### src/rtl/qpc_pkg.sv
package qpc_pkg;
  // Bit positions of the sampled input vector
  localparam int IX_A   = 0;
  localparam int IX_B   = 1;
  localparam int IX_TA  = 2;
  localparam int IX_TB  = 3;
  localparam int IX_E0  = 4;
  localparam int IX_E1  = 5;
  localparam int IX_Z   = 6;
  localparam int NUM_IN = 7;

  localparam int SEL_W  = 5;
  localparam int MASK_W = 5;

  typedef logic [SEL_W-1:0] sel_t;

  // Mask length in count steps for a mask select value: 0, 4, 8 or 16
  function automatic logic [MASK_W-1:0] mask_len(input logic [1:0] s);
    if (s == 2'd0) return '0;
    return MASK_W'(2) << s;
  endfunction
endpackage

### src/rtl/qpc_edge.sv
module qpc_edge #(
  parameter int N = 7
) (
  input  logic         clk,
  input  logic         rst,
  input  logic [N-1:0] raw,
  output logic [N-1:0] lvl,
  output logic [N-1:0] rise,
  output logic [N-1:0] fall
);
  logic [N-1:0] smp_q, hist_q;

  always_ff @(posedge clk) begin
    if (rst) begin
      smp_q  <= '0;
      hist_q <= '0;
    end else begin
      smp_q  <= raw;
      hist_q <= smp_q;
    end
  end

  assign lvl  = smp_q;
  assign rise = smp_q & ~hist_q;
  assign fall = ~smp_q & hist_q;
endmodule

### src/rtl/qpc_cond_sel.sv
module qpc_cond_sel
  import qpc_pkg::*;
(
  input  logic [NUM_IN-1:0] lvl,
  input  logic [NUM_IN-1:0] rise,
  input  logic [NUM_IN-1:0] fall,
  input  sel_t              sel,
  input  logic              en,
  output logic              hit
);
  logic match;

  always_comb begin
    unique case (sel)
      5'd0:    match = rise[IX_B] & ~lvl[IX_A];
      5'd1:    match = fall[IX_B] & ~lvl[IX_A];
      5'd2:    match = rise[IX_B] &  lvl[IX_A];
      5'd3:    match = fall[IX_B] &  lvl[IX_A];
      5'd4:    match = rise[IX_A] & ~lvl[IX_B];
      5'd5:    match = fall[IX_A] & ~lvl[IX_B];
      5'd6:    match = rise[IX_A] &  lvl[IX_B];
      5'd7:    match = fall[IX_A] &  lvl[IX_B];
      5'd8:    match = rise[IX_TA];
      5'd9:    match = fall[IX_TA];
      5'd10:   match = rise[IX_TB];
      5'd11:   match = fall[IX_TB];
      5'd16:   match = rise[IX_E0];
      5'd17:   match = rise[IX_E1];
      default: match = 1'b0;
    endcase
  end

  assign hit = en & match;
endmodule

### src/rtl/qpc_zmask.sv
module qpc_zmask
  import qpc_pkg::*;
(
  input  logic              clk,
  input  logic              rst,
  input  logic              wrap,
  input  logic              step,
  input  logic [1:0]        zsel,
  output logic [MASK_W-1:0] left,
  output logic              active
);
  logic [MASK_W-1:0] left_q;

  always_ff @(posedge clk) begin
    if (rst) begin
      left_q <= '0;
    end else if (wrap) begin
      left_q <= mask_len(zsel);
    end else if (step && left_q != '0) begin
      left_q <= left_q - MASK_W'(1);
    end
  end

  assign left   = left_q;
  assign active = (left_q != '0);
endmodule

### src/rtl/quad_pos_counter.sv
module quad_pos_counter
  import qpc_pkg::*;
#(
  parameter int CNT_W = 16
) (
  input  logic             clk,
  input  logic             rst,
  input  logic             phase_a,
  input  logic             phase_b,
  input  logic             trig_a,
  input  logic             trig_b,
  input  logic             evt0,
  input  logic             evt1,
  input  logic             index_z,
  input  logic [4:0]       up_sel,
  input  logic             up_en,
  input  logic [4:0]       dn_sel,
  input  logic             dn_en,
  input  logic [CNT_W-1:0] period,
  input  logic [1:0]       zmask_sel,
  input  logic             zclr_in_mask,
  output logic [CNT_W-1:0] count,
  output logic             dir_up,
  output logic             ovf,
  output logic             udf
);
  localparam logic [CNT_W-1:0] CNT_MAX = '1;
  localparam logic [CNT_W-1:0] CNT_ONE = CNT_W'(1);

  logic [NUM_IN-1:0] raw_in, lvl, rise, fall;
  logic              hit_up, hit_dn, mask_on, zclr;
  logic              move_up, move_dn, wrap;
  logic [MASK_W-1:0] mask_left;

  logic [CNT_W-1:0] count_q;
  logic             dir_q, ovf_q, udf_q;

  assign raw_in = {index_z, evt1, evt0, trig_b, trig_a, phase_b, phase_a};

  qpc_edge #(.N(NUM_IN)) u_edge (
    .clk (clk), .rst (rst), .raw (raw_in),
    .lvl (lvl), .rise (rise), .fall (fall)
  );

  qpc_cond_sel u_up_sel (
    .lvl (lvl), .rise (rise), .fall (fall),
    .sel (up_sel), .en (up_en), .hit (hit_up)
  );

  qpc_cond_sel u_dn_sel (
    .lvl (lvl), .rise (rise), .fall (fall),
    .sel (dn_sel), .en (dn_en), .hit (hit_dn)
  );

  // Index clear wins over any count step in the same cycle
  assign zclr    = rise[IX_Z] & (~mask_on | zclr_in_mask);
  assign move_up = hit_up & ~hit_dn & ~zclr;
  assign move_dn = hit_dn & ~hit_up & ~zclr;
  assign wrap    = (move_up && count_q == CNT_MAX) || (move_dn && count_q == '0);

  qpc_zmask u_zmask (
    .clk (clk), .rst (rst), .wrap (wrap),
    .step (move_up | move_dn), .zsel (zmask_sel),
    .left (mask_left), .active (mask_on)
  );

  always_ff @(posedge clk) begin
    if (rst) begin
      count_q <= '0;
      dir_q   <= 1'b1;
      ovf_q   <= 1'b0;
      udf_q   <= 1'b0;
    end else begin
      ovf_q <= 1'b0;
      udf_q <= 1'b0;
      if (zclr) begin
        count_q <= '0;
      end else if (move_up) begin
        dir_q <= 1'b1;
        if (count_q == CNT_MAX) begin
          count_q <= '0;
          ovf_q   <= 1'b1;
        end else begin
          count_q <= count_q + CNT_ONE;
        end
      end else if (move_dn) begin
        dir_q <= 1'b0;
        if (count_q == '0) begin
          count_q <= period;
          udf_q   <= 1'b1;
        end else begin
          count_q <= count_q - CNT_ONE;
        end
      end
    end
  end

  assign count  = count_q;
  assign dir_up = dir_q;
  assign ovf    = ovf_q;
  assign udf    = udf_q;
endmodule

### config.mk
export PLATFORM = sky130hd
export DESIGN_NAME = quad_pos_counter
export DESIGN_NICKNAME = d
export VERILOG_FILES = /design/src/rtl/qpc_pkg.sv /design/src/rtl/qpc_edge.sv /design/src/rtl/qpc_cond_sel.sv /design/src/rtl/qpc_zmask.sv /design/src/rtl/quad_pos_counter.sv
export SDC_FILE = /design/constraint.sdc
export NUM_CORES = 1
export LEC_CHECK = 0
export ABC_AREA = 1
export BUFFER_PORTS_ARGS = -buffer_cell sky130_fd_sc_hd__buf_2
export CAP_MARGIN = 30
export CELL_PAD_IN_SITES_DETAIL_PLACEMENT = 1
export CELL_PAD_IN_SITES_GLOBAL_PLACEMENT = 2
export CORE_ASPECT_RATIO = 0.7
export CORE_UTILIZATION = 28
export DETAILED_ROUTE_END_ITERATION = 10
export GPL_TIMING_DRIVEN = 0
export PLACE_DENSITY = 0.89
export SLEW_MARGIN = 20
export SYNTH_ARGS = -nofsm -noshare
export SYNTH_HDL_FRONTEND = slang
export SYNTH_SLANG_ARGS = --single-unit
### constraint.sdc
create_clock -name clk -period 2.05 [get_ports clk]
set_input_delay 0.1025 -clock clk [delete_from_list [all_inputs] [get_ports clk]]
set_output_delay 0.1025 -clock clk [all_outputs]
set_load 0.03 [all_outputs]
==> results of run 1 <==
final timing paths:
| kind | start | end | slack [ns] | cells after the start |
|---|---|---|---|---|
| setup / recovery | u_edge.lvl[1]$_SDFF_PP0_ | u_zmask.left[3]$_SDFFE_PP0P_ | -0.09 | 16 |
| hold / removal | trig_a | u_edge.lvl[2]$_SDFF_PP0_ | 0.02 | 3 |
| setup reg to reg | u_edge.lvl[1]$_SDFF_PP0_ | u_zmask.left[3]$_SDFFE_PP0P_ | -0.09 | 16 |
| hold reg to reg | u_edge.lvl[4]$_SDFF_PP0_ | u_edge.hist_q[4]$_SDFF_PP0_ | 0.43 | 2 |
timing repair:
item / in CTS / in global routing
gates cloned: 0 / 0
pin swaps: 12 / 29
setup buffers: 16 / 11
setup endpoints to repair: 22 / 21
gates resized for setup: 43 / 89
endpoints found under the hold margin: 0 / 0
flip-flops by register name, indices dropped and copies added, names as in the netlist:
register,cells
ovf,1
dir_up,1
u_edge.lvl,7
udf,1
u_zmask.left,5
count,16
u_edge.hist_q,7
layout make-up:
class                           count  area (sq um)  area share, %
Multi-Input combinational cell    390          2250           52.3
Timing Repair Buffer               84           515           12.0
Clock inverter                      3          68.8           1.60
Sequential cell                    38           781           18.2
Tap cell                          132           165           3.84
Inverter                           79           313           7.28
Buffer                             11          82.6           1.92
Clock buffer                        5           125           2.91
synthesized netlist by cell type (3+ instances only):
master	number	area [sq um]
inv_2	11	41.3
dfxtp_1	38	761
inv_1	68	255
o21ai_0	32	160
a21oi_1	15	75.1
nand3_1	45	225
nand2_2	7	43.8
nor2_1	94	353
nor4_1	3	18.8
xor2_1	18	158
buf_2	4	20.0
clkbuf_1	4	15.0
ha_1	3	37.5
nor3_1	10	50.1
nand3_2	4	40.0
o21ai_1	5	25.0
nand2_1	129	484
nand4_1	7	43.8
per-stage QoR:
step	cell area, sq um	TNS [ns]
4_1_cts	3940	0
5_1_grt	4300	-2.89
3_5_place_dp	3480	-6.23
6_report	4300	-0.610
2_1_floorplan	3030	0
3_3_place_gp	3480	-6.17
layer usage:
| metal | share of wire [%] | routed length [um] | GRT usage [%] |
|---|---|---|---|
| met1 | 48 | 5860 | 29.1 |
| met2 | 46 | 5570 | 33.9 |
| met3 | 5.2 | 631 | 2.99 |
| met4 | 0.90 | 110 | 4.05 |
| met5 | 0 | 0 | 0 |
power by group through the flow:
stage | combinational, uW | sequential, uW | clock, uW
CTS | 743 | 789 | 1080
global route | 903 | 798 | 1110
floorplan | 430 | 821 | 0
finish | 825 | 794 | 1060
detailed placement | 659 | 806 | 0
global placement | 648 | 804 | 0
cell families (layout without fill, tap and decap cells):
group | Yosys count | in the layout
AO/OA/AOI/OAI | 56 | 56
XOR/XNOR | 20 | 20
adder cells (fa/ha/maj) | 3 | 3
buffers and inverters | 92 | 182
flip-flops | 38 | 38
AND/OR/NAND/NOR | 311 | 311
worst reg2reg max path, stage by stage, from the launching register on:
cell and delay, ns:
dfxtp_4 0.38, inv_4 0.06, nand2_1 0.12, nor2_4 0.07, buf_4 0.14, nand3_1 0.09, nand2_1 0.08, nor2_2 0.17
a21boi_2 0.07, buf_4 0.15, nor2_4 0.15, buf_6 0.16, nand2_1 0.09, nand3_1 0.09, nand2_1 0.07, nor2_2 0.11
nor2_2 0.05
==> results.ini, run 1 <==
[placement]
post-dp-hpwl_um=8460
place_inst=709
place.port_buffers=57
place_congestion=0.905
post-place-ws_ns=-0.379

[critical_path]
worst_path_max_delay_cell=dfxtp_4
worstSetupEndpointType=register
worstPathArrival_ns=2.32
required_ns=2.24
critPathKind=register to register
critPathLaunchType=register
crit_family=simple AND/OR/NAND/NOR gates
cpPeakStageDelay_ns=0.38
worst-path-buf-inv=4
critical_path.max_fanout=5
critical_path.cell_chain=inv_4 > nand2_1 > nor2_4 > buf_4 > nand3_1 > nand2_1 > nor2_2 > a21boi_2 > buf_4 > nor2_4 > buf_6 > nand2_1 > nand3_1 > nand2_1 > nor2_2 > nor2_2
cp_common_cell=nand2_1

[sta]
clock.fmax_ghz=0.468
fin_crit_ns=2.14
slew_viol_final=0
relSlewSlack_pct=69.4
hold_viol=0
hold_ws_ns=0.0171
finalCritPeriodShare_pct=104
rsz0062_at_grt=yes
worst_pin_slew_ns=0.459
fin_worst_skew_ns=0.00989
finalSetupViolations=18
setup_slack_ns=-0.0853

[global_route]
grt_pass1_vias=3512
grt_pass1_wl_um=17800
antenna_found_initial=0
grt_max_degree=14
track_usage_pct=20.7
grt_overflow=0

[finish]
instances_no_fill=742
nFillCells=1367
final_core_util_pct=41.2
num-nets-final=652
insertedDiodeCount=0
final_common_cell=nand2_1
syn_to_final_growth_pct=41.9
final_cell_mix=nand2_1, nor2_1, buf_2, inv_1, nand3_1
drive_gt1_share_pct=33.9

[die]
start_util_pct=29.0
die_area_sq_um=11200
rows=31
core_sq_um=10400
die_h_um=89.0
num_io_pins=59
die_w_um=126

[clock_tree]
clk_pin_slew_ns=0.06
htreeDepth=2
cts_buffers=5
cts_tree=built
clock_latency_ns=0.29
clk_path_buf_depth=2
cts.sinks=38
cts_hold_buf=0
cts_root_buf=clkbuf_16

[routing]
drt_wl_total_um=12200
antenna_left=0
drtPass1Iterations=4
via_per_inst=4.96
first_iter_violations=185
routedWlPerCell_um=16.4
drc=0
vias=3680

[logic_synthesis]
synth_seq_area_share_pct=25.1
yosys_warnings=0
synthAdderAreaFrac_pct=1.24
syn_nets=563
yosys.area_share.simple_pct=45.8
synth_top_family_by_area=simple AND/OR/NAND/NOR gates
synth_xor_area_share_pct=5.78
async_flop_share_pct=0
synth_area_sq_um=3030
ys.flop_type=dfxtp_1
syn_avg_cell_area_sq_um=5.83
ys_seq_elements=38
synthCells=520
synthMuxAreaShare_pct=0
synth_edf_count=0
synth_cell_types=34
synth_compound_area_share_pct=9.67

[power_and_ir_drop]
powerDensity_nw_per_um2=624
power.total_uw=2680
ir_drop_mv=0.426
sw_frac_of_total_pct=34.3
internal_power_uw=1760
netSwitchingPower_uw=918
power_frac_clock_pct=39.6
power.sequential.fraction_pct=29.6
leakage_uw=0.00224
p_comb_share_pct=30.8

[flow_run]
maxCapViolCount=0

[status]
status=finished with violations
violations=setup timing

[hold_path]
hold_path.class=primary input to register

(Power assumes the default switching activity.)
==> run 2, diff against run 1 <==
--- a/config.mk
+++ b/config.mk
@@ -7,7 +7,6 @@
 export LEC_CHECK = 0
 export ABC_AREA = 1
 export BUFFER_PORTS_ARGS = -buffer_cell sky130_fd_sc_hd__buf_2
-export CAP_MARGIN = 30
 export CELL_PAD_IN_SITES_DETAIL_PLACEMENT = 1
 export CELL_PAD_IN_SITES_GLOBAL_PLACEMENT = 2
 export CORE_ASPECT_RATIO = 0.7
@@ -15,6 +14,7 @@
 export DETAILED_ROUTE_END_ITERATION = 10
 export GPL_TIMING_DRIVEN = 0
 export PLACE_DENSITY = 0.89
+export SKIP_LAST_GASP = 1
 export SLEW_MARGIN = 20
 export SYNTH_ARGS = -nofsm -noshare
 export SYNTH_HDL_FRONTEND = slang
==> run 2 against run 1 <==
Compared with the run above: the flow still finishes with violations (setup timing); register-to-register slack improved by 0.03 ns; hold slack got worse by 0.00092 ns; utilization decreased by 0.060 points; clock skew decreased by 0.00065 ns; setup slack improved by 0.030 ns; fmax increased by 1.4%; sequential power about the same; via count about the same; die area unchanged; non-clock buffer count unchanged; power increased by 0.11%; critical endpoint is now u_zmask.left[1]$_SDFFE_PP0P_; largest power group unchanged.
==> results.ini, run 2 (synthesis gave the netlist of run 1 again) <==
[critical_path]
required_ns=2.23
critPathLaunchType=register
worstPathArrival_ns=2.29
worstSetupEndpointType=register
critPathKind=register to register
critical_path.max_fanout=5

[global_route]
track_usage_pct=20.7
grt_pass1_vias=3512
antenna_found_initial=0
grt_pass1_wl_um=17800
grt_overflow=0
grt_max_degree=14

[sta]
hold_ws_ns=0.0161
relSlewSlack_pct=69.6
fin_worst_skew_ns=0.00923
finalSetupViolations=10
worst_pin_slew_ns=0.456
hold_viol=0
slew_viol_final=0
fin_crit_ns=2.11
clock.fmax_ghz=0.475
setup_slack_ns=-0.0557
finalCritPeriodShare_pct=103
rsz0062_at_grt=yes
fin_setup_tns_ns=-0.381

[clock_tree]
clock_latency_ns=0.29
cts_root_buf=clkbuf_16
cts_tree=built
cts_buffers=5
htreeDepth=2
clk_pin_slew_ns=0.07
cts_hold_buf=0
clk_path_buf_depth=2
cts.sinks=38

[flow_run]
maxCapViolCount=0

[finish]
largest_register_ffs=16
nFillCells=1375
insertedDiodeCount=0
syn_to_final_growth_pct=41.7
drive_gt1_share_pct=33.8
final_core_util_pct=41.1
fin_area_sq_um=4290
num-nets-final=652
final_common_cell=nand2_1
final_cell_mix=nand2_1, nor2_1, buf_2, inv_1, nand3_1

[placement]
place_area_sq_um=3480
place_congestion=0.905
post-dp-hpwl_um=8460
place.port_buffers=57
post-place-ws_ns=-0.379

[die]
die_w_um=126
die_h_um=89.0
rows=31
start_util_pct=29.0
num_io_pins=59
die_area_sq_um=11200
core_sq_um=10400

[routing]
routedWlPerCell_um=16.4
drc=0
via_per_inst=4.96
first_iter_violations=200
vias=3679
antenna_left=0
drt_wl_total_um=12200
drtPass1Iterations=4

[power_and_ir_drop]
leakage_uw=0.00224
powerDensity_nw_per_um2=625
ir_drop_mv=0.423

[status]
violations=setup timing
status=finished with violations

[hold_path]
hold_path.class=primary input to register

[run 2: cell count changes in the layout (fill, tap and decap cells not counted)]
cell      delta
buf_2        -1
buf_4        +1
buf_6        -1
clkbuf_2     +1
nand2_1      +1
nand2_2      -1
[run 2: area by class of cell]
| cell class | instances | area [sq um] | share of cell area, % |
|---|---|---|---|
| multi-input cells | 390 | 2240 | 52.3 |
| flip-flops and latches | 38 | 781 | 18.2 |
| repair buffers | 84 | 512 | 11.9 |
| inverters | 79 | 313 | 7.29 |
| well taps | 132 | 165 | 3.85 |
| clock buffers | 5 | 125 | 2.92 |
| plain buffers | 11 | 82.6 | 1.92 |
| clock inverters | 3 | 68.8 | 1.60 |
[run 2: worst paths after layout]
| kind | slack (ns) | cells past startpoint | end | start |
|---|---|---|---|---|
| worst max-delay path | -0.06 | 14 | u_zmask.left[1]$_SDFFE_PP0P_ | count[0]$_SDFFE_PP0P_ |
| worst min-delay path | 0.02 | 3 | u_edge.lvl[2]$_SDFF_PP0_ | trig_a |
| worst max register to register | -0.06 | 14 | u_zmask.left[1]$_SDFFE_PP0P_ | count[0]$_SDFFE_PP0P_ |
| worst min register to register | 0.43 | 2 | u_edge.hist_q[4]$_SDFF_PP0_ | u_edge.lvl[4]$_SDFF_PP0_ |
[run 2: through the flow]
step                      power, uW  std cells
after global placement         1450        709
after CTS                      2610        733
after floorplan                1250        520
after detailed placement       1460        709
final                          2680        742
after global routing           2820        742
[run 2: where the power goes]
part | switching (uW) | internal [uW]
Sequential | 31.6 | 763
Combinational | 529 | 298
Clock | 361 | 701
[run 2: routing by layer]
layer / up-vias / track usage [%] / share of wire [%]
li1: 1811 / - / -
met1: 1754 / 29.1 / 49
met2: 104 / 33.9 / 46
met3: 10 / 2.99 / 4.9
met4: 0 / 4.05 / 0.80
met5: - / 0 / 0
[run 2: timing repair]
item	4_1_cts	5_1_grt
setup buffers	16	11
setup endpoints to repair	22	21
pin swaps	12	29
resized for setup	43	86
[run 2: critical path, cell delays in order, from the launching register on]
cell     delay, ns
dfxtp_4       0.39
ha_4          0.16
nand2_4       0.05
nor3_4        0.25
nand3_2       0.14
inv_2         0.11
nand2_4       0.06
nor2_4        0.12
inv_2         0.06
nor3_4        0.24
nand2_4       0.11
nand2_4       0.11
inv_4         0.06
nand2_1       0.09
a21oi_1       0.06
==> run 3, diff against run 2 <==
--- a/config.mk
+++ b/config.mk
@@ -9,10 +9,10 @@
 export BUFFER_PORTS_ARGS = -buffer_cell sky130_fd_sc_hd__buf_2
 export CELL_PAD_IN_SITES_DETAIL_PLACEMENT = 1
 export CELL_PAD_IN_SITES_GLOBAL_PLACEMENT = 2
-export CORE_ASPECT_RATIO = 0.7
 export CORE_UTILIZATION = 28
 export DETAILED_ROUTE_END_ITERATION = 10
 export GPL_TIMING_DRIVEN = 0
+export HOLD_SLACK_MARGIN = 0.08
 export PLACE_DENSITY = 0.89
 export SKIP_LAST_GASP = 1
 export SLEW_MARGIN = 20
==> run 3 against run 2 <==
Compared with the run above: the flow still finishes with violations (setup timing); power decreased by 7.4%; non-clock buffer count increased by 12; utilization increased by 1.1 points; clock power decreased by 24%; critical endpoint is now count[14]$_SDFFE_PP0P_; largest cell class unchanged.
==> results.ini, run 3 (synthesis gave the netlist of run 1 again) <==
[routing]
drc=0
drt_wl_total_um=11800
antenna_left=0
routedWlPerCell_um=15.5
vias=3696
drtPass1Iterations=4
first_iter_violations=160
via_per_inst=4.87

[flow_run]
maxCapViolCount=0

[placement]
post-place-ws_ns=-0.362
place_inst=713
place_congestion=0.859
place.port_buffers=57
post-dp-hpwl_um=7910

[clock_tree]
htreeDepth=2
clk_pin_slew_ns=0.10
cts_root_buf=clkbuf_8
clk_path_buf_depth=2
clock_latency_ns=0.31
cts_buffers=5
cts_tree=built
cts.sinks=38

[finish]
largest_register_ffs=16
instances_no_fill=759
nFillCells=1405
final_core_util_pct=42.2
final_cell_mix=nand2_1, nor2_1, inv_1, buf_2, nand3_1
final_common_cell=nand2_1
insertedDiodeCount=0
drive_gt1_share_pct=33.9
syn_to_final_growth_pct=45.1
num-nets-final=665

[critical_path]
critPathLaunchType=register
required_ns=2.30
worstSetupStartpoint=count[0]$_SDFFE_PP0P_
cp_common_cell=nor2_1
critical_path.cell_chain=inv_2 > ha_4 > nand2_4 > nor3_4 > nand3_2 > buf_4 > o21ai_0 > inv_1 > nor3_1 > nand2_1 > o21ai_1 > nor2_1 > nor2_1
cpPeakStageDelay_ns=0.38
critPathKind=register to register
critical_path.max_fanout=4
r2r_start=count[0]$_SDFFE_PP0P_
rr_worst_depth=13
reg2reg_slack_ns=-0.04
worst-path-buf-inv=3
crit_family=simple AND/OR/NAND/NOR gates
worstPathArrival_ns=2.34
worst_path_max_delay_cell=dfxtp_4
worstSetupEndpointType=register
worst_r2r_endpoint=count[14]$_SDFFE_PP0P_
crit_cells=13
crit_end=count[14]$_SDFFE_PP0P_

[sta]
finalSetupViolations=2
slew_viol_final=0
rsz0062_at_grt=yes
hold_viol=0
setup_slack_ns=-0.0422
finalCritPeriodShare_pct=102
fin_crit_ns=2.09
relSlewSlack_pct=72.4
fin_worst_skew_ns=0.0168
clock.fmax_ghz=0.478
hold_ws_ns=0.165
worst_pin_slew_ns=0.413

[power_and_ir_drop]
ir_drop_mv=0.314
powerDensity_nw_per_um2=566
internal_power_uw=1600
leakage_uw=0.00227
p_comb_share_pct=35.7
power_frac_clock_pct=32.5
sw_frac_of_total_pct=35.7
netSwitchingPower_uw=888
power.sequential.fraction_pct=31.8

[status]
violations=setup timing
status=finished with violations

[global_route]
grt_max_degree=14
grt_pass1_wl_um=17700
track_usage_pct=19.8
grt_pass1_vias=3691
antenna_found_initial=0
grt_overflow=0

[die]
rows=37
start_util_pct=29.1
num_io_pins=59
die_w_um=106
die_h_um=106
die_area_sq_um=11200
core_sq_um=10400

[hold_path]
hold_path.class=primary input to register

==> run 3: power groups by stage <==
stage	logic [uW]	registers (uW)	clock network, uW
after floorplan	430	821	0
after global routing	969	796	857
after CTS	775	787	827
after detailed placement	655	804	0
after global placement	638	803	0
final	887	792	807
==> run 3: stage by stage <==
step                      power [uW]  cell area, sq um  setup TNS, ns
after global placement          1440              3490          -4.76
final                           2490              4390        -0.0663
after floorplan                 1250              3030              0
after global routing            2620              4390          -1.43
after detailed placement        1460              3490          -5.67
after CTS                       2390              4010       -0.00912
==> run 3: worst min path at each step <==
| stage | slack, ns | endpoint | cells past startpoint | startpoint |
|---|---|---|---|---|
| floorplan | 0.21 | u_edge.lvl[0]$_SDFF_PP0_ | 2 | phase_a |
| CTS | 0.18 | ovf$_SDFF_PP0_ | 2 | rst |
| global placement | 0.30 | u_edge.lvl[0]$_SDFF_PP0_ | 3 | phase_a |
| finish | 0.17 | u_edge.lvl[3]$_SDFF_PP0_ | 2 | rst |
| detailed placement | 0.31 | u_edge.lvl[0]$_SDFF_PP0_ | 3 | phase_a |
| global route | 0.18 | u_edge.lvl[3]$_SDFF_PP0_ | 2 | rst |
==> run 3: per-layer routing <==
| layer | GRT usage (%) | vias up | part of all wire [%] |
|---|---|---|---|
| li1 | - | 1838 | - |
| met1 | 25.5 | 1761 | 44 |
| met2 | 34.5 | 85 | 50 |
| met3 | 2.45 | 12 | 4.3 |
| met4 | 5.85 | 0 | 1.4 |
| met5 | 0 | - | 0 |
==> run 3: layout make-up <==
class | count | area (sq um) | area share [%]
clock buffers | 5 | 68.8 | 1.57
clock inverters | 3 | 68.8 | 1.57
flip-flops and latches | 38 | 777 | 17.7
repair buffers | 95 | 634 | 14.4
inverters | 79 | 313 | 7.12
plain buffers | 12 | 97.6 | 2.22
multi-input cells | 391 | 2260 | 51.5
well taps | 136 | 170 | 3.87
==> run 3: worst register-to-register path, stage by stage, from the launching register on <==
cell and delay (ns):
dfxtp_4 0.38, inv_2 0.12, ha_4 0.17, nand2_4 0.09
nor3_4 0.17, nand3_2 0.14, buf_4 0.17, o21ai_0 0.15
inv_1 0.06, nor3_1 0.20, nand2_1 0.10, o21ai_1 0.09
nor2_1 0.07, nor2_1 0.12
==> run 3: what timing repair did <==
item,4_1_cts,5_1_grt
gates resized for setup,46,71
hold buffers,7,0
hold endpoints to repair,7,0
cloned,1,1
pin swaps,12,32
endpoints found under the setup margin,21,21
buffers inserted,17,13
